**src/rtl/decade_cnt_pkg.sv**
```systemverilog
// Package: shared digit type, step encoding and next-state functions
// for the decade up/down counter. Assumes a 4-bit BCD digit.
package decade_cnt_pkg;

    localparam int DIGIT_W = 4;
    localparam int DIGIT_TOP = 9;

    typedef logic [DIGIT_W-1:0] digit_t;

    typedef enum logic [1:0] {
        STEP_HOLD = 2'd0,
        STEP_UP   = 2'd1,
        STEP_DOWN = 2'd2
    } step_op_e;

    // Next value when counting up, including the recovery path above 9.
    function automatic digit_t next_up(input digit_t cur);
        digit_t res;
        if (cur == digit_t'(DIGIT_TOP)) begin
            res = '0;
        end else if (cur < digit_t'(DIGIT_TOP)) begin
            res = cur + digit_t'(1);
        end else if (cur[0] == 1'b0) begin
            res = cur + digit_t'(1);
        end else begin
            case (cur)
                4'd11:   res = 4'd6;
                4'd13:   res = 4'd4;
                default: res = 4'd2;
            endcase
        end
        return res;
    endfunction

    // Next value when counting down; codes above 9 simply descend.
    function automatic digit_t next_down(input digit_t cur);
        digit_t res;
        if (cur == '0) begin
            res = digit_t'(DIGIT_TOP);
        end else begin
            res = cur - digit_t'(1);
        end
        return res;
    endfunction

endpackage

```
**src/rtl/strobe_sync.sv**
```systemverilog
// Module: strobe_sync
// Brings an asynchronous strobe into the clk domain through STAGES flops
// and flags its 0->1 transition for one cycle. Assumes the strobe idles
// high, so reset loads ones and a strobe high at release counts nothing.
module strobe_sync #(
    parameter int STAGES = 2
) (
    input  logic clk,
    input  logic rst_n,
    input  logic strobe_i,
    output logic level_o,
    output logic rise_o
);

    localparam int CHAIN_W = STAGES + 1;

    logic [CHAIN_W-1:0] chain_q;

    // Shift the strobe through the synchroniser plus one history flop.
    always_ff @(posedge clk) begin
        if (!rst_n) begin
            chain_q <= '1;
        end else begin
            chain_q <= {chain_q[CHAIN_W-2:0], strobe_i};
        end
    end

    // Synchronised level and its rising transition.
    always_comb begin
        level_o = chain_q[STAGES-1];
        rise_o  = chain_q[STAGES-1] & ~chain_q[STAGES];
    end

    // a single strobe rise yields a one-cycle detect pulse.
    p_rise_single_r3: assert property (@(posedge clk) disable iff (!rst_n)
        rise_o |=> !rise_o);

endmodule

```
**src/rtl/decade_step.sv**
```systemverilog
// Module: decade_step
// Combinational next-state selector for one digit: hold, step up or step
// down, using the package functions. Assumes op is one of the enum values.
module decade_step
    import decade_cnt_pkg::*;
(
    input  digit_t   cur_i,
    input  step_op_e op_i,
    output digit_t   nxt_o
);

    // Pick the next digit for the requested step.
    always_comb begin
        case (op_i)
            STEP_UP:   nxt_o = next_up(cur_i);
            STEP_DOWN: nxt_o = next_down(cur_i);
            default:   nxt_o = cur_i;
        endcase
    end

endmodule

```
**src/rtl/tc_gen.sv**
```systemverilog
// Module: tc_gen
// Active-low terminal-count decode. Overflow needs bits 0 and 3 set with
// the up strobe low; underflow needs an all-zero digit with the down
// strobe low. Assumes the strobe levels are already synchronised.
module tc_gen
    import decade_cnt_pkg::*;
(
    input  digit_t q_i,
    input  logic   up_level_i,
    input  logic   dn_level_i,
    output logic   tc_up_n_o,
    output logic   tc_dn_n_o
);

    // Decode both terminal counts from the visible digit.
    always_comb begin
        tc_up_n_o = ~(q_i[0] & q_i[DIGIT_W-1] & ~up_level_i);
        tc_dn_n_o = ~((q_i == '0) & ~dn_level_i);
    end

endmodule

```
**src/rtl/decade_updn_counter.sv**
```systemverilog
// Module: decade_updn_counter
// One BCD digit counting on the rising edges of separate up and down
// strobes, with clear above load above counting. Clear and load act on
// q_o combinationally; the stored count follows them at the clock edge.
// Assumes strobes idle high and clk is far faster than strobe activity.
module decade_updn_counter
    import decade_cnt_pkg::*;
#(
    parameter int SYNC_STAGES = 2
) (
    input  logic               clk,
    input  logic               rst_n,
    input  logic               clear_i,
    input  logic               load_n_i,
    input  logic [DIGIT_W-1:0] data_i,
    input  logic               up_i,
    input  logic               dn_i,
    output logic [DIGIT_W-1:0] q_o,
    output logic               tc_up_n_o,
    output logic               tc_dn_n_o
);

    logic     up_level;
    logic     up_rise;
    logic     dn_level;
    logic     dn_rise;
    step_op_e op;
    digit_t   cnt_q;
    digit_t   cnt_step;

    strobe_sync #(.STAGES(SYNC_STAGES)) u_up_sync (
        .clk     (clk),
        .rst_n   (rst_n),
        .strobe_i(up_i),
        .level_o (up_level),
        .rise_o  (up_rise)
    );

    strobe_sync #(.STAGES(SYNC_STAGES)) u_dn_sync (
        .clk     (clk),
        .rst_n   (rst_n),
        .strobe_i(dn_i),
        .level_o (dn_level),
        .rise_o  (dn_rise)
    );

    // Step request: one rising strobe with the other strobe idle high.
    always_comb begin
        if (up_rise && dn_level && !dn_rise) begin
            op = STEP_UP;
        end else if (dn_rise && up_level && !up_rise) begin
            op = STEP_DOWN;
        end else begin
            op = STEP_HOLD;
        end
    end

    decade_step u_step (
        .cur_i(cnt_q),
        .op_i (op),
        .nxt_o(cnt_step)
    );

    // Stored count with clear, load and step in priority order.
    always_ff @(posedge clk) begin
        if (!rst_n) begin
            cnt_q <= '0;
        end else if (clear_i) begin
            cnt_q <= '0;
        end else if (!load_n_i) begin
            cnt_q <= data_i;
        end else begin
            cnt_q <= cnt_step;
        end
    end

    // Visible digit: clear and load override the stored count at once.
    always_comb begin
        if (clear_i) begin
            q_o = '0;
        end else if (!load_n_i) begin
            q_o = data_i;
        end else begin
            q_o = cnt_q;
        end
    end

    tc_gen u_tc (
        .q_i       (q_o),
        .up_level_i(up_level),
        .dn_level_i(dn_level),
        .tc_up_n_o (tc_up_n_o),
        .tc_dn_n_o (tc_dn_n_o)
    );

    // clear leaves a zero count behind.
    p_clear_zero_r1: assert property (@(posedge clk) disable iff (!rst_n)
        clear_i |=> (cnt_q == '0));

    // load captures the data input.
    p_load_take_r2: assert property (@(posedge clk) disable iff (!rst_n)
        (!clear_i && !load_n_i) |=> (cnt_q == $past(data_i)));

    // up step from 9 wraps to 0.
    p_up_wrap_r3: assert property (@(posedge clk) disable iff (!rst_n)
        (!clear_i && load_n_i && up_rise && dn_level && !dn_rise && cnt_q == 4'd9)
        |=> (cnt_q == '0));

    // down step from 0 wraps to 9.
    p_dn_wrap_r4: assert property (@(posedge clk) disable iff (!rst_n)
        (!clear_i && load_n_i && dn_rise && up_level && !up_rise && cnt_q == '0)
        |=> (cnt_q == 4'd9));

    // up step from 13 recovers to 4.
    p_up_recover_r5: assert property (@(posedge clk) disable iff (!rst_n)
        (!clear_i && load_n_i && up_rise && dn_level && !dn_rise && cnt_q == 4'd13)
        |=> (cnt_q == 4'd4));

    // down step from 10 lands on 9.
    p_dn_recover_r6: assert property (@(posedge clk) disable iff (!rst_n)
        (!clear_i && load_n_i && dn_rise && up_level && !up_rise && cnt_q == 4'd10)
        |=> (cnt_q == 4'd9));

    // simultaneous rises leave the count unchanged.
    p_both_hold_r7: assert property (@(posedge clk) disable iff (!rst_n)
        (!clear_i && load_n_i && up_rise && dn_rise) |=> $stable(cnt_q));

    // overflow output stays high while the up strobe is high.
    p_tc_up_idle_r8: assert property (@(posedge clk) disable iff (!rst_n)
        up_level |-> tc_up_n_o);

endmodule

```
**config.mk**
```make
export PLATFORM = sky130hd
export DESIGN_NAME = decade_updn_counter
export DESIGN_NICKNAME = d
export VERILOG_FILES = /design/src/rtl/decade_cnt_pkg.sv /design/src/rtl/strobe_sync.sv /design/src/rtl/decade_step.sv /design/src/rtl/tc_gen.sv /design/src/rtl/decade_updn_counter.sv
export SDC_FILE = /design/constraint.sdc
export NUM_CORES = 1
export LEC_CHECK = 0
export ABC_AREA = 1
export BUFFER_PORTS_ARGS = -buffer_cell sky130_fd_sc_hd__buf_2
export CAP_MARGIN = 20
export CORE_UTILIZATION = 50
export DETAILED_ROUTE_END_ITERATION = 7
export PLACE_DENSITY = 0.74
export SETUP_SLACK_MARGIN = 0.3
export SYNTH_ARGS = -nofsm -noshare
export SYNTH_HDL_FRONTEND = slang
export SYNTH_SLANG_ARGS = --single-unit
export TNS_END_PERCENT = 100
```
**constraint.sdc**
```tcl
create_clock -name clk -period 1.5 [get_ports clk]
set_input_delay 0.075 -clock clk [delete_from_list [all_inputs] [get_ports clk]]
set_output_delay 0.075 -clock clk [all_outputs]
set_load 0.01 [all_outputs]
```
==> metrics.yaml <==
outcome:
  outcome: "finished, final reports clean"
die:
  rows: 13
  die_area_sq_mm: 0.00166
  die_h_um: 40.8
  die_w_um: 40.8
  ios: 16
  initial_core_util: 0.557
  coreArea_sq_mm: 0.00135
yosys:
  syn_inst: 110
  yosys_warnings: 0
  synthDistinctLibCells: 24
  synth_nets: 124
  syn_avg_cell_area_sq_um: 6.84
  seq_area_frac_synth: 0.266
  synth_seq_cells: 10
  netlist_area_sq_um: 752
layout:
  fill_cells: 93
  drive_gt1_frac: 0.478
  antennaDiodeCount: 0
  final_util: 0.804
  nets: 153
  area_growth_syn_to_layout_pct: 44.4
pwr:
  pwr-share-seq: 0.378
  leakagePower_nw: 0.530
  pwr-share-comb: 0.271
  intPower_mw: 0.515
  totalPowerFinal_mw: 0.762
  ir_drop_mv: 0.484
  clkPwrFrac: 0.351
  switchingPower_mw: 0.247
  p_per_area_mw_per_mm2: 702
  switching_share: 0.324
timing:
  fin_setup_tns_ns: 0
  worst_slew_pin_slew_ns: 0.274
  setup_viol: 0
  slew_viol_final: 0
  fmax_ghz: 0.746
  relSlewSlack: 0.815
  clock_skew_ns: 0.00210
  final.min_clock_period_ns: 1.34
  rsz0062_at_grt: "yes"
  timing.final.crit_share: 0.894
  hold_viol_final: 0
min_path:
  hold_class: "in -> reg"
  hold_start: "data_i[1]"
  hold_path_depth: 5
critical_path:
  crit_path_end_kind: "flop"
  rr_worst_depth: 8
  critPathLaunchType: "flop"
  cp.required_ns: 1.67
  cp-startpoint: "cnt_q[0]"
  critical_path_class: "reg -> reg"
  arrival_ns: 1.51
  r2r_start: "cnt_q[0]"
  crit_fanout: 8
grt:
  grt_pass1_wl_mm: 3.33
  antenna_found_initial: 0
  grt_max_degree: 9
  grt-ovfl-total: 0
  grt_pass1_vias: 702
  track_usage: 0.311
drt:
  drc: 0
  wl_mm: 2.19
  vias_per_cell: 5.48
  postRouteAntennaNets: 0
  vias: 839
  dr.first_iter.drc_count: 65
  wire_per_inst_um: 14.3
  drtPass1Iterations: 4
placement:
  numPortBuffers: 15
  gp_congestion: 0.951
  dp_hpwl_mm: 1.19
clock_network:
  cts_sinks: 10
  htreeDepth: 1
  clock_latency_ns: 0.28
  cts.clk_slew.worst_paths_ns: 0.08
  cts_tree: "yes"
  cts_buffers: 3
  clockBufferDepth: 2
  root_buffer: "clkbuf_4"
run:
  drv_cap: 0
logic make-up (layout without fill, tap and decap cells):
| group | after synthesis | count (layout) | share of synthesized area |
|---|---|---|---|
| compound gates | 16 | 16 | 0.120 |
| xor+xnor | 2 | 2 | 0.0233 |
| fa+ha+maj | 4 | 4 | 0.0666 |
| buf+inv | 18 | 46 | 0.130 |
| flops | 10 | 10 | 0.266 |
| simple gates | 60 | 60 | 0.394 |
worst max-delay path, stage by stage (launching register included):
cell	delay (ns)
dfxtp_4	0.42
inv_4	0.07
ha_4	0.17
a21oi_1	0.14
nand2_1	0.09
nand3_1	0.08
nand2_1	0.07
a21oi_2	0.13
nor2_1	0.06
final cells by class:
class	instances	area, sq um	share of cell area
clock buffers	4	36.3	0.0334
inverters	15	73.8	0.0680
multi-input cells	82	552	0.508
flip-flops and latches	10	213	0.196
well taps	15	18.8	0.0173
repair buffers	27	193	0.177
layout by cell type (no fill, tap or decap), types with 3 or more instances in the layout:
master | netlist | layout
buf_4 | 0 | 6
or2_2 | 5 | 5
nand3_2 | 0 | 4
ha_4 | 0 | 3
nor2_4 | 1 | 3
dfxtp_1 | 10 | 6
nor2_1 | 7 | 6
nand2_1 | 27 | 26
a21oi_2 | 2 | 5
inv_1 | 12 | 9
clkbuf_4 | 0 | 3
buf_2 | 0 | 15
a21oi_1 | 7 | 4
dlygate4sd3_1 | 0 | 3
nand3_1 | 11 | 7
o21ai_0 | 5 | 5
dfxtp_4 | 0 | 3
synth_stat cells, drive strengths merged:
| library cell | number | area [sq um] |
|---|---|---|
| o21ai | 6 | 30.0 |
| xor2 | 1 | 8.76 |
| ha | 4 | 50.1 |
| xnor2 | 1 | 8.76 |
| a21oi | 9 | 52.6 |
| nor3 | 1 | 5.00 |
| buf | 3 | 33.8 |
| nand2 | 30 | 125 |
| o211ai | 1 | 7.51 |
| inv | 15 | 63.8 |
| dfxtp | 10 | 200 |
| nand3 | 12 | 72.6 |
| nand4 | 2 | 12.5 |
| or2 | 5 | 31.3 |
| nor2 | 10 | 50.1 |
layer usage:
layer | track usage | wire, um | vias up
met5 | 0 | 0 | -
met4 | 0.108 | 65 | 0
met3 | 0.0380 | 199 | 10
met2 | 0.488 | 1030 | 51
met1 | 0.430 | 893 | 372
li1 | - | - | 406
power groups by stage:
stage / logic, mW / clock network, mW / registers [mW]
finish: 0.207 / 0.267 / 0.289
global route: 0.224 / 0.267 / 0.290
CTS: 0.190 / 0.255 / 0.287
detailed placement: 0.145 / 0 / 0.295
global placement: 0.143 / 0 / 0.294
floorplan: 0.115 / 0 / 0.291
what timing repair did:
action                                 CTS  global route
pin swaps                               11             3
resized for setup                       23             4
setup buffers                            7             1
setup endpoints to repair                9             9
endpoints found under the hold margin    3             0
gates cloned                             0             0
hold buffers                             3             0
metrics by stage:
stage	worst slack (ns)	hold slack, ns	cells	instance area, sq um
after global placement	0.186	0.258	138	842
after global routing	0.103	0.181	153	1090
after CTS	0.239	0.141	152	1070
after detailed placement	0.162	0.265	138	842
final	0.159	0.134	153	1090
after floorplan	0.301	0.144	110	774
final timing paths:
check                         end  slack [ns]
max                      cnt_q[3]        0.16
min reg2reg  u_dn_sync.chain_q[1]        0.42
max reg2reg              cnt_q[3]        0.16
min                      cnt_q[1]        0.13
registers in the layout (all words and copies together) (netlist names):
register           flops
cnt_q                  4
u_dn_sync.chain_q      3
u_up_sync.chain_q      3
No activity file was read; power rests on OpenSTA's default activity.
